--- config.mk ---
export PLATFORM = sky130hd
export DESIGN_NAME = flash_sector_locator
export DESIGN_NICKNAME = d
export VERILOG_FILES = /design/src/rtl/fsl_pkg.sv /design/src/rtl/fsl_region_walk.sv /design/src/rtl/fsl_cfg_check.sv /design/src/rtl/fsl_pending_map.sv /design/src/rtl/flash_sector_locator.sv
export SDC_FILE = /design/constraint.sdc
export NUM_CORES = 2
export LEC_CHECK = 0
export ABC_AREA = 1
export BUFFER_PORTS_ARGS = -buffer_cell sky130_fd_sc_hd__buf_2
export CAP_MARGIN = 25
export CORE_ASPECT_RATIO = 0.75
export CORE_MARGIN = 1
export CORE_UTILIZATION = 58
export DETAILED_ROUTE_END_ITERATION = 8
export PLACE_DENSITY = 0.8
export SLEW_MARGIN = 25
export SYNTH_ARGS = -nofsm -noshare
export SYNTH_HDL_FRONTEND = slang
export SYNTH_SLANG_ARGS = --single-unit
export TNS_END_PERCENT = 1
--- constraint.sdc ---
create_clock -name clk_i -period 7.8 [get_ports clk_i]
set_input_delay 0 -clock clk_i [delete_from_list [all_inputs] [get_ports clk_i]]
set_output_delay 0 -clock clk_i [all_outputs]
set_load 0.02 [all_outputs]
--- src/rtl/fsl_pkg.sv ---
package fsl_pkg;
    // Smallest legal sector length is 2**FSL_MIN_LG bytes
    localparam int FSL_MIN_LG = 8;
    // Sector length must stay strictly below 2**FSL_MAX_LG bytes
    localparam int FSL_MAX_LG = 24;
endpackage

--- src/rtl/fsl_region_walk.sv ---
module fsl_region_walk #(
    parameter int NREG   = 4,
    parameter int ADDR_W = 24,
    parameter int CNT_W  = 10,
    parameter int LEN_W  = 25,
    parameter int SEC_W  = 12,
    parameter int SIZE_W = 35
) (
    input  logic [NREG-1:0]             act_i,
    input  logic [NREG-1:0][CNT_W-1:0]  cnt_i,
    input  logic [NREG-1:0][LEN_W-1:0]  len_i,
    input  logic [ADDR_W-1:0]           offset_i,
    output logic [NREG-1:0][SIZE_W-1:0] base_o,
    output logic                        hit_o,
    output logic [SEC_W-1:0]            sector_o,
    output logic [LEN_W-1:0]            len_o,
    output logic [ADDR_W-1:0]           sec_base_o
);
    localparam int LG_W = $clog2(LEN_W);

    // Position of the highest set bit; exact for power-of-two lengths
    function automatic logic [LG_W-1:0] lg2(input logic [LEN_W-1:0] v);
        logic [LG_W-1:0] res;
        res = '0;
        for (int b = 0; b < LEN_W; b++) begin
            if (v[b]) res = LG_W'(b);
        end
        return res;
    endfunction

    logic [SIZE_W-1:0] acc;
    logic [SEC_W-1:0]  first;
    logic [SIZE_W-1:0] span;
    logic [SIZE_W-1:0] rel;
    logic [SIZE_W-1:0] off_w;
    logic [LG_W-1:0]   sh;

    always_comb begin
        acc        = '0;
        first      = '0;
        span       = '0;
        rel        = '0;
        sh         = '0;
        off_w      = SIZE_W'(offset_i);
        hit_o      = 1'b0;
        sector_o   = '0;
        len_o      = '0;
        sec_base_o = '0;
        base_o     = '0;
        for (int r = 0; r < NREG; r++) begin
            base_o[r] = acc;
            if (act_i[r]) begin
                sh   = lg2(len_i[r]);
                span = SIZE_W'(cnt_i[r]) << sh;
                if (!hit_o && (off_w >= acc) && (off_w < acc + span)) begin
                    rel        = off_w - acc;
                    hit_o      = 1'b1;
                    sector_o   = first + SEC_W'(rel >> sh);
                    len_o      = len_i[r];
                    sec_base_o = offset_i & ~ADDR_W'(len_i[r] - 1'b1);
                end
                acc   = acc + span;
                first = first + SEC_W'(cnt_i[r]);
            end
        end
    end
endmodule

--- src/rtl/fsl_cfg_check.sv ---
module fsl_cfg_check
    import fsl_pkg::*;
#(
    parameter int NREG   = 4,
    parameter int LEN_W  = 25,
    parameter int SIZE_W = 35
) (
    input  logic [NREG-1:0]             act_i,
    input  logic [NREG-1:0][LEN_W-1:0]  len_i,
    input  logic [NREG-1:0][SIZE_W-1:0] base_i,
    output logic                        err_o
);
    logic [NREG-1:0] bad;

    for (genvar g = 0; g < NREG; g++) begin : g_region
        logic not_pow2, too_small, too_big, misaligned;
        assign not_pow2   = ($countones(len_i[g]) != 1);
        assign too_small  = (len_i[g][FSL_MIN_LG-1:0] != '0);
        assign too_big    = |(len_i[g] >> FSL_MAX_LG);
        assign misaligned = ((base_i[g] & SIZE_W'(len_i[g] - 1'b1)) != '0);
        assign bad[g]     = act_i[g] & (not_pow2 | too_small | too_big | misaligned);
    end

    assign err_o = |bad;
endmodule

--- src/rtl/fsl_pending_map.sv ---
module fsl_pending_map #(
    parameter int DEPTH = 64,
    parameter int SEC_W = 12
) (
    input  logic             clk_i,
    input  logic             rst_ni,
    input  logic             set_i,
    input  logic             clr_i,
    input  logic [SEC_W-1:0] idx_i,
    output logic             bit_o
);
    localparam int IDX_W = (DEPTH > 1) ? $clog2(DEPTH) : 1;

    logic [DEPTH-1:0] map_d, map_q;
    logic             in_map;
    logic [IDX_W-1:0] idx;

    assign in_map = (int'(idx_i) < DEPTH);
    assign idx    = idx_i[IDX_W-1:0];

    always_comb begin
        map_d = map_q;
        if (clr_i) begin
            map_d = '0;
        end else if (set_i && in_map) begin
            map_d[idx] = 1'b1;
        end
    end

    always_ff @(posedge clk_i or negedge rst_ni) begin
        if (!rst_ni) map_q <= '0;
        else         map_q <= map_d;
    end

    assign bit_o = in_map & map_q[idx];
endmodule

--- src/rtl/flash_sector_locator.sv ---
module flash_sector_locator #(
    parameter int NREG      = 4,
    parameter int ADDR_W    = 24,
    parameter int CNT_W     = 10,
    parameter int LEN_W     = 25,
    parameter int MAP_DEPTH = 64
) (
    input  logic                     clk_i,
    input  logic                     rst_ni,
    input  logic [NREG*CNT_W-1:0]    cfg_count_i,
    input  logic [NREG*LEN_W-1:0]    cfg_len_i,
    input  logic [CNT_W-1:0]         uni_count_i,
    input  logic [LEN_W-1:0]         uni_len_i,
    input  logic [ADDR_W-1:0]        offset_i,
    input  logic                     lookup_i,
    input  logic                     mark_i,
    input  logic                     clear_i,
    output logic                     res_valid_o,
    output logic                     out_of_range_o,
    output logic [CNT_W+$clog2(NREG)-1:0] sector_o,
    output logic [LEN_W-1:0]         sec_len_o,
    output logic [ADDR_W-1:0]        sec_base_o,
    output logic                     erasing_o,
    output logic                     cfg_err_o
);
    localparam int SEC_W  = CNT_W + $clog2(NREG);
    localparam int SIZE_W = CNT_W + LEN_W;

    typedef struct packed {
        logic              valid;
        logic              oor;
        logic [SEC_W-1:0]  sector;
        logic [LEN_W-1:0]  len;
        logic [ADDR_W-1:0] base;
        logic              erasing;
    } res_t;

    // Effective region list after uniform fallback and terminator
    logic                       use_uni;
    logic [NREG-1:0][CNT_W-1:0] eff_cnt;
    logic [NREG-1:0][LEN_W-1:0] eff_len;
    logic [NREG-1:0]            act;

    always_comb begin
        use_uni = (cfg_count_i[CNT_W-1:0] == '0);
        for (int r = 0; r < NREG; r++) begin
            if (use_uni) begin
                eff_cnt[r] = (r == 0) ? uni_count_i : '0;
                eff_len[r] = (r == 0) ? uni_len_i   : '0;
            end else begin
                eff_cnt[r] = cfg_count_i[r*CNT_W +: CNT_W];
                eff_len[r] = cfg_len_i[r*LEN_W +: LEN_W];
            end
            act[r] = (eff_cnt[r] != '0) && ((r == 0) ? 1'b1 : act[(r == 0) ? 0 : r-1]);
        end
    end

    logic [NREG-1:0][SIZE_W-1:0] reg_base;
    logic                        hit;
    logic [SEC_W-1:0]            w_sector;
    logic [LEN_W-1:0]            w_len;
    logic [ADDR_W-1:0]           w_base;
    logic                        pend_bit;

    fsl_region_walk #(
        .NREG(NREG), .ADDR_W(ADDR_W), .CNT_W(CNT_W),
        .LEN_W(LEN_W), .SEC_W(SEC_W), .SIZE_W(SIZE_W)
    ) u_walk (
        .act_i     (act),
        .cnt_i     (eff_cnt),
        .len_i     (eff_len),
        .offset_i  (offset_i),
        .base_o    (reg_base),
        .hit_o     (hit),
        .sector_o  (w_sector),
        .len_o     (w_len),
        .sec_base_o(w_base)
    );

    fsl_cfg_check #(
        .NREG(NREG), .LEN_W(LEN_W), .SIZE_W(SIZE_W)
    ) u_check (
        .act_i (act),
        .len_i (eff_len),
        .base_i(reg_base),
        .err_o (cfg_err_o)
    );

    fsl_pending_map #(
        .DEPTH(MAP_DEPTH), .SEC_W(SEC_W)
    ) u_map (
        .clk_i (clk_i),
        .rst_ni(rst_ni),
        .set_i (mark_i & hit),
        .clr_i (clear_i),
        .idx_i (w_sector),
        .bit_o (pend_bit)
    );

    res_t res_d, res_q;

    always_comb begin
        res_d       = res_q;
        res_d.valid = lookup_i;
        if (lookup_i) begin
            res_d.oor     = ~hit;
            res_d.sector  = hit ? w_sector : '0;
            res_d.len     = hit ? w_len    : '0;
            res_d.base    = hit ? w_base   : '0;
            res_d.erasing = hit & pend_bit;
        end
    end

    always_ff @(posedge clk_i or negedge rst_ni) begin
        if (!rst_ni) res_q <= '0;
        else         res_q <= res_d;
    end

    assign res_valid_o    = res_q.valid;
    assign out_of_range_o = res_q.oor;
    assign sector_o       = res_q.sector;
    assign sec_len_o      = res_q.len;
    assign sec_base_o     = res_q.base;
    assign erasing_o      = res_q.erasing;
endmodule

==> results.sh, run 1 <==
export IMPL_overflow=2259
export IMPL_ioPinCount=269
export IMPL_start_util_pct=58.6
export IMPL_cts_root_buf="clkbuf_16"
export IMPL_clk_path_buf_depth=2
export IMPL_dpl_hpwl_um=181000
export IMPL_grt_pass1_vias=75100
export IMPL_haltStage="5_1_grt"
export IMPL_syn_nets=7576
export IMPL_die_y_um=230
export IMPL_synthMuxAreaShare_pct=0.903
export IMPL_outcome="stopped before the end"
export IMPL_cts_htree_levels=4
export IMPL_grt_use_total_pct=87.2
export IMPL_cts_num_sinks=128
export IMPL_ys_warn_count=0
export IMPL_synth_edf_count=0
export IMPL_placed_cell_area_mm2=0.0560
export IMPL_synth_async_reset_ratio_pct=100
export IMPL_synth_compound_area_share_pct=20.3
export IMPL_post_synth_cell_area_avg_um2=5.85
export IMPL_routabilityCongestion=1.36
export IMPL_synth_fa_ha_area_share_pct=18.2
export IMPL_synth_distinct_cells=77
export IMPL_yosys_area_share_simple_pct=34.9
export IMPL_ys_ff_latch=128
export IMPL_die_w_um=305
export IMPL_yosysSeqAreaShare_pct=8.00
export IMPL_grt_max_degree=128
export IMPL_synth_main_ff_cell="dfrtp_1"
export IMPL_synthCells=6845
export IMPL_error="[ERROR GRT-0116] Global routing finished with congestion. Check the congestion regions in the DRC Viewer."
export IMPL_grt_pass1_wl_um=471000
export IMPL_synth_top_family_by_area="simple AND/OR/NAND/NOR gates"
export IMPL_rows=83
export IMPL_synthesis_area_mm2=0.0400
export IMPL_numPortBuffers=268
export IMPL_synth_xor_xnor_area_share_pct=5.86
export IMPL_cts_buffers=17
## cell usage after synthesis, drive strengths merged (3+ instances only)
| cell type | number | area [µm²] |
|---|---|---|
| a21boi | 6 | 52.6 |
| o41ai | 3 | 26.3 |
| nand2 | 1926 | 7330 |
| o21a | 6 | 45.0 |
| o311ai | 3 | 26.3 |
| a211o | 6 | 52.6 |
| o221ai | 60 | 526 |
| xor2 | 186 | 1630 |
| a21oi | 330 | 1670 |
| clkinv | 3 | 11.3 |
| o211ai | 27 | 203 |
| o21bai | 36 | 270 |
| a311oi | 3 | 32.5 |
| and2 | 7 | 43.8 |
| or2 | 48 | 300 |
| o21ai | 683 | 3570 |
| a32o | 23 | 230 |
| inv | 964 | 3620 |
| a21o | 22 | 165 |
| nor4 | 24 | 156 |
| a2111oi | 6 | 52.6 |
| buf | 95 | 566 |
| nor3 | 83 | 507 |
| nand3 | 517 | 2640 |
| o22ai | 57 | 357 |
| nand4 | 86 | 544 |
| clkbuf | 147 | 552 |
| o2111ai | 10 | 87.6 |
| ha | 437 | 5470 |
| a211oi | 18 | 135 |
| a31oi | 42 | 263 |
| and3 | 6 | 37.5 |
| xnor2 | 80 | 716 |
| o31ai | 14 | 105 |
| nor3b | 5 | 37.5 |
| mux2i | 35 | 350 |
| nor2 | 573 | 2240 |
| dfrtp | 128 | 3200 |
| a221oi | 13 | 114 |
| o32ai | 7 | 61.3 |
| fa | 90 | 1800 |
| nand3b | 16 | 120 |
## per-stage QoR
| step | setup WS (ns) | hold slack [ns] | cells |
|---|---|---|---|
| 2_1_floorplan | -2.87 | -0.296 | 6845 |
| 3_3_place_gp | -3.76 | 0.0949 | 9625 |
| 3_5_place_dp | -4.66 | 0.100 | 9625 |
| 4_1_cts | -3.71 | 0.0901 | 9733 |
## cells by family after synthesis
family / count (synthesis)
and+or+nand+nor: 3293
buffers and inverters: 1209
xor gates and xnor gates: 266
AOI/OAI and AO/OA: 1386
muxes: 36
DFF: 128
adders and majority gates: 527
## what timing repair did
| item | in CTS |
|---|---|
| hold buffers | 3 |
| buffers inserted | 62 |
| resized for setup | 226 |
| hold endpoints to repair | 82 |
| cloned | 11 |
| setup endpoints to repair | 128 |
| pin swaps | 129 |
## per-layer routing
metal,GRT usage (%),overflow
met5,64.9,24
met4,81.8,523
met3,79.4,273
met2,98.2,1206
met1,87.0,233
==> run 2, diff against run 1 <==
Settings changed: CORE_ASPECT_RATIO 0.75 to default, CORE_UTILIZATION 58 to 40, PLACE_DENSITY 0.8 to default, PLACE_DENSITY_LB_ADDON from default to 0.15.
Clock period 7.8 ns to 10.1 ns, I/O delays scaled along.
==> run 2 against run 1 <==
The flow now finishes, with violations (negative setup slack). Synthesized area did not move. Synthesized cell count stayed put.
==> results.sh, run 2 <==
export IMPL_outcome="finished, violations left"
export IMPL_violations="negative setup slack"
export IMPL_grt_pass1_vias=52100
export IMPL_p_leak_nw=32.5
export IMPL_final_common_cell="buf_4"
export IMPL_arrival_ns=11.64
export IMPL_cts_htree_levels=4
export IMPL_grt_use_total_pct=42.4
export IMPL_grt_max_degree=128
export IMPL_post_synth_cell_area_avg_um2=5.85
export IMPL_first_iter_violations=6601
export IMPL_die_w_um=318
export IMPL_clkLatencyLatePin_ns=0.44
export IMPL_irDropWorstVdd_mv=0.213
export IMPL_finalCriticalPeriod_ns=11.30
export IMPL_fin_crit_sh_pct=112
export IMPL_drive_above_1_share_pct=31.8
export IMPL_crit_top_cell="nand2_1"
export IMPL_crit_type="input pin to flip-flop"
export IMPL_yosys_top_cells_count="1887 x nand2_1, 923 x inv_1, 598 x o21ai_0"
export IMPL_holdWs_ns=0.0634
export IMPL_netlist_top_cells_area="nand2_1 18%, ha_1 14%, inv_1 8.7%, dfrtp_1 8.0%, o21ai_0 7.5%"
export IMPL_cts_tree="yes"
export IMPL_timing_critical_path_buf_inv=20
export IMPL_drt_wl_total_um=223000
export IMPL_placed_cell_area_mm2=0.0565
export IMPL_syn2layout_area_growth_pct=49.5
export IMPL_largest_register="u_map.map_q"
export IMPL_grt_pass1_wl_um=324000
export IMPL_maxCapViolCount=0
export IMPL_largest_register_ffs=64
export IMPL_synthesis_area_mm2=0.0400
export IMPL_rows=115
export IMPL_synthCells=6845
export IMPL_yosysSeqAreaShare_pct=8.00
export IMPL_synth_edf_count=0
export IMPL_finalHoldViolCount=0
export IMPL_cellPowerDensity_mw_per_mm2=127
export IMPL_rsz0062_at_grt="true"
export IMPL_synth_top_area_share_pct=17.7
export IMPL_die_y_um=318
export IMPL_die_area_mm2=0.101
export IMPL_cts_buffers=17
export IMPL_antenna_found_initial=19
export IMPL_postLayoutCellArea_mm2=0.0598
export IMPL_min_path_type="input pin to flip-flop"
export IMPL_start_kind="input pin"
export IMPL_ioPinCount=269
export IMPL_route_detailed_drc=0
export IMPL_critPathMaxFanout=7
export IMPL_core_area_mm2=0.0989
export IMPL_max_freq_mhz=88.5
export IMPL_drv_slew=0
export IMPL_synth_main_ff_cell="dfrtp_1"
export IMPL_final_cell_mix="1945 x buf_4, 1831 x nand2_1, 898 x inv_1"
export IMPL_worstMarginPinSlew_ns=1.00
export IMPL_first_pass_iters=8
export IMPL_cts_root_buf="clkbuf_16"
export IMPL_setup_slack_ns=-1.20
export IMPL_wl_per_cell_um=21.8
export IMPL_start_util_pct=40.5
export IMPL_drtAntennaViolNets=0
export IMPL_yosysTopAreaCell="nand2_1"
export IMPL_overflow=0
export IMPL_crit_family="compound AO/OA/AOI/OAI gates"
export IMPL_slowest_delay_ns=0.36
export IMPL_ys_ff_latch=128
export IMPL_synth_distinct_cells=77
export IMPL_clkSlewWorstSetupHoldPaths_ns=0.07
export IMPL_vias=55900
export IMPL_nFillCells=9781
export IMPL_clk_path_buf_depth=2
export IMPL_required_ns=10.44
export IMPL_routabilityCongestion=1.11
export IMPL_fin_skew_ns=0.00834
export IMPL_maxSlewHeadroom_pct=32.9
export IMPL_finalNetCount=9626
export IMPL_ys_warn_count=0
export IMPL_dpl_hpwl_um=187000
export IMPL_synth_async_reset_ratio_pct=100
export IMPL_vias_per_cell=5.48
export IMPL_setup_violations=127
export IMPL_syn_nets=7576
export IMPL_yosysMostFrequentCell="nand2_1"
export IMPL_cts_num_sinks=128
export IMPL_worst_setup_path_end_kind="flip-flop"
export IMPL_numPortBuffers=268
export IMPL_slowest_stage="fa_2"
run 2: worst paths after layout:
| check | start | endpoint | slack, ns | cells after the start |
|---|---|---|---|---|
| setup / recovery | cfg_count_i[4] | u_map.map_q[3]$_DFFE_PN0P_ | -1.20 | 95 |
| hold / removal | cfg_len_i[80] | sec_len_o[5]$_DFFE_PN0P_ | 0.06 | 6 |
| setup reg to reg | u_map.map_q[1]$_DFFE_PN0P_ | erasing_o$_DFFE_PN0P_ | 8.63 | 10 |
| hold reg to reg | sec_len_o[0]$_DFFE_PN0P_ | sec_len_o[0]$_DFFE_PN0P_ | 0.48 | 2 |
| max in group asynchronous | rst_ni | sec_len_o[11]$_DFFE_PN0P_ | 8.62 | 3 |
| min in group asynchronous | rst_ni | erasing_o$_DFFE_PN0P_ | 0.17 | 2 |
run 2: metrics by stage:
step	TNS [ns]	instances	total power, mW	utilization, %	worst slack [ns]
floorplan	-36.05	6845	3.67	-	-0.566
global placement	-214.43	10000	6.46	57.2	-2.35
detailed placement	-226.56	10000	6.52	57.2	-2.41
CTS	-64.01	10200	7.44	59.9	-0.838
global route	-189.58	10200	8.25	60.5	-2.11
finish	-91.71	10200	7.63	60.5	-1.20
run 2: logic make-up after synthesis:
logic type                 count (synthesis)  synth area share (%)
xor gates and xnor gates                 266                  5.86
adders and majority gates                527                  18.2
buffers and inverters                   1209                  11.9
and+or+nand+nor                         3293                  34.9
DFF                                      128                  8.00
AOI/OAI and AO/OA                       1386                  20.3
muxes                                     36                 0.903
run 2: repair_timing:
action	4_1_cts	5_1_grt
pin swaps	155	119
endpoints found under the setup margin	127	128
resized for setup	276	166
setup buffers	123	14
hold buffers	3	0
endpoints found under the hold margin	71	0
gates cloned	6	0
run 2: area by class of cell:
class                   count  area [µm²]  share of cell area [%]
repair buffers           2269       16900                    28.2
clock buffers              18         439                   0.734
flip-flops and latches    128        3200                    5.35
diodes                      4        10.0                  0.0167
multi-input cells        5512       33800                    56.5
inverters                 967        3660                    6.12
well taps                1287        1610                    2.69
clock inverters            14         191                   0.320
run 2: layer usage:
layer / part of all wire (%) / wire length (µm) / vias up / track usage (%)
li1: - / - / 26700 / -
met1: 44 / 97600 / 25800 / 59.6
met2: 40 / 90100 / 2861 / 62.4
met3: 11 / 24000 / 435 / 8.25
met4: 4.9 / 11000 / 14 / 18.3
met5: 0.043 / 96 / - / 0
run 2: worst reg2reg max path, delay by kind of cell (launching register included):
kind	cells	cell delay, ns
DFF	1	0.38
buffers and inverters	1	0.07
and+or+nand+nor	8	0.63
AOI/OAI and AO/OA	1	0.29
run 2: power breakdown:
group	internal [mW]	switching (mW)	leakage, nW
logic	2.89	3.50	30.5
clock network	0.404	0.286	0.304
registers	0.535	0.0225	1.71
total	3.83	3.80	32.5
Note: power is estimated with default switching activity, not from simulation.
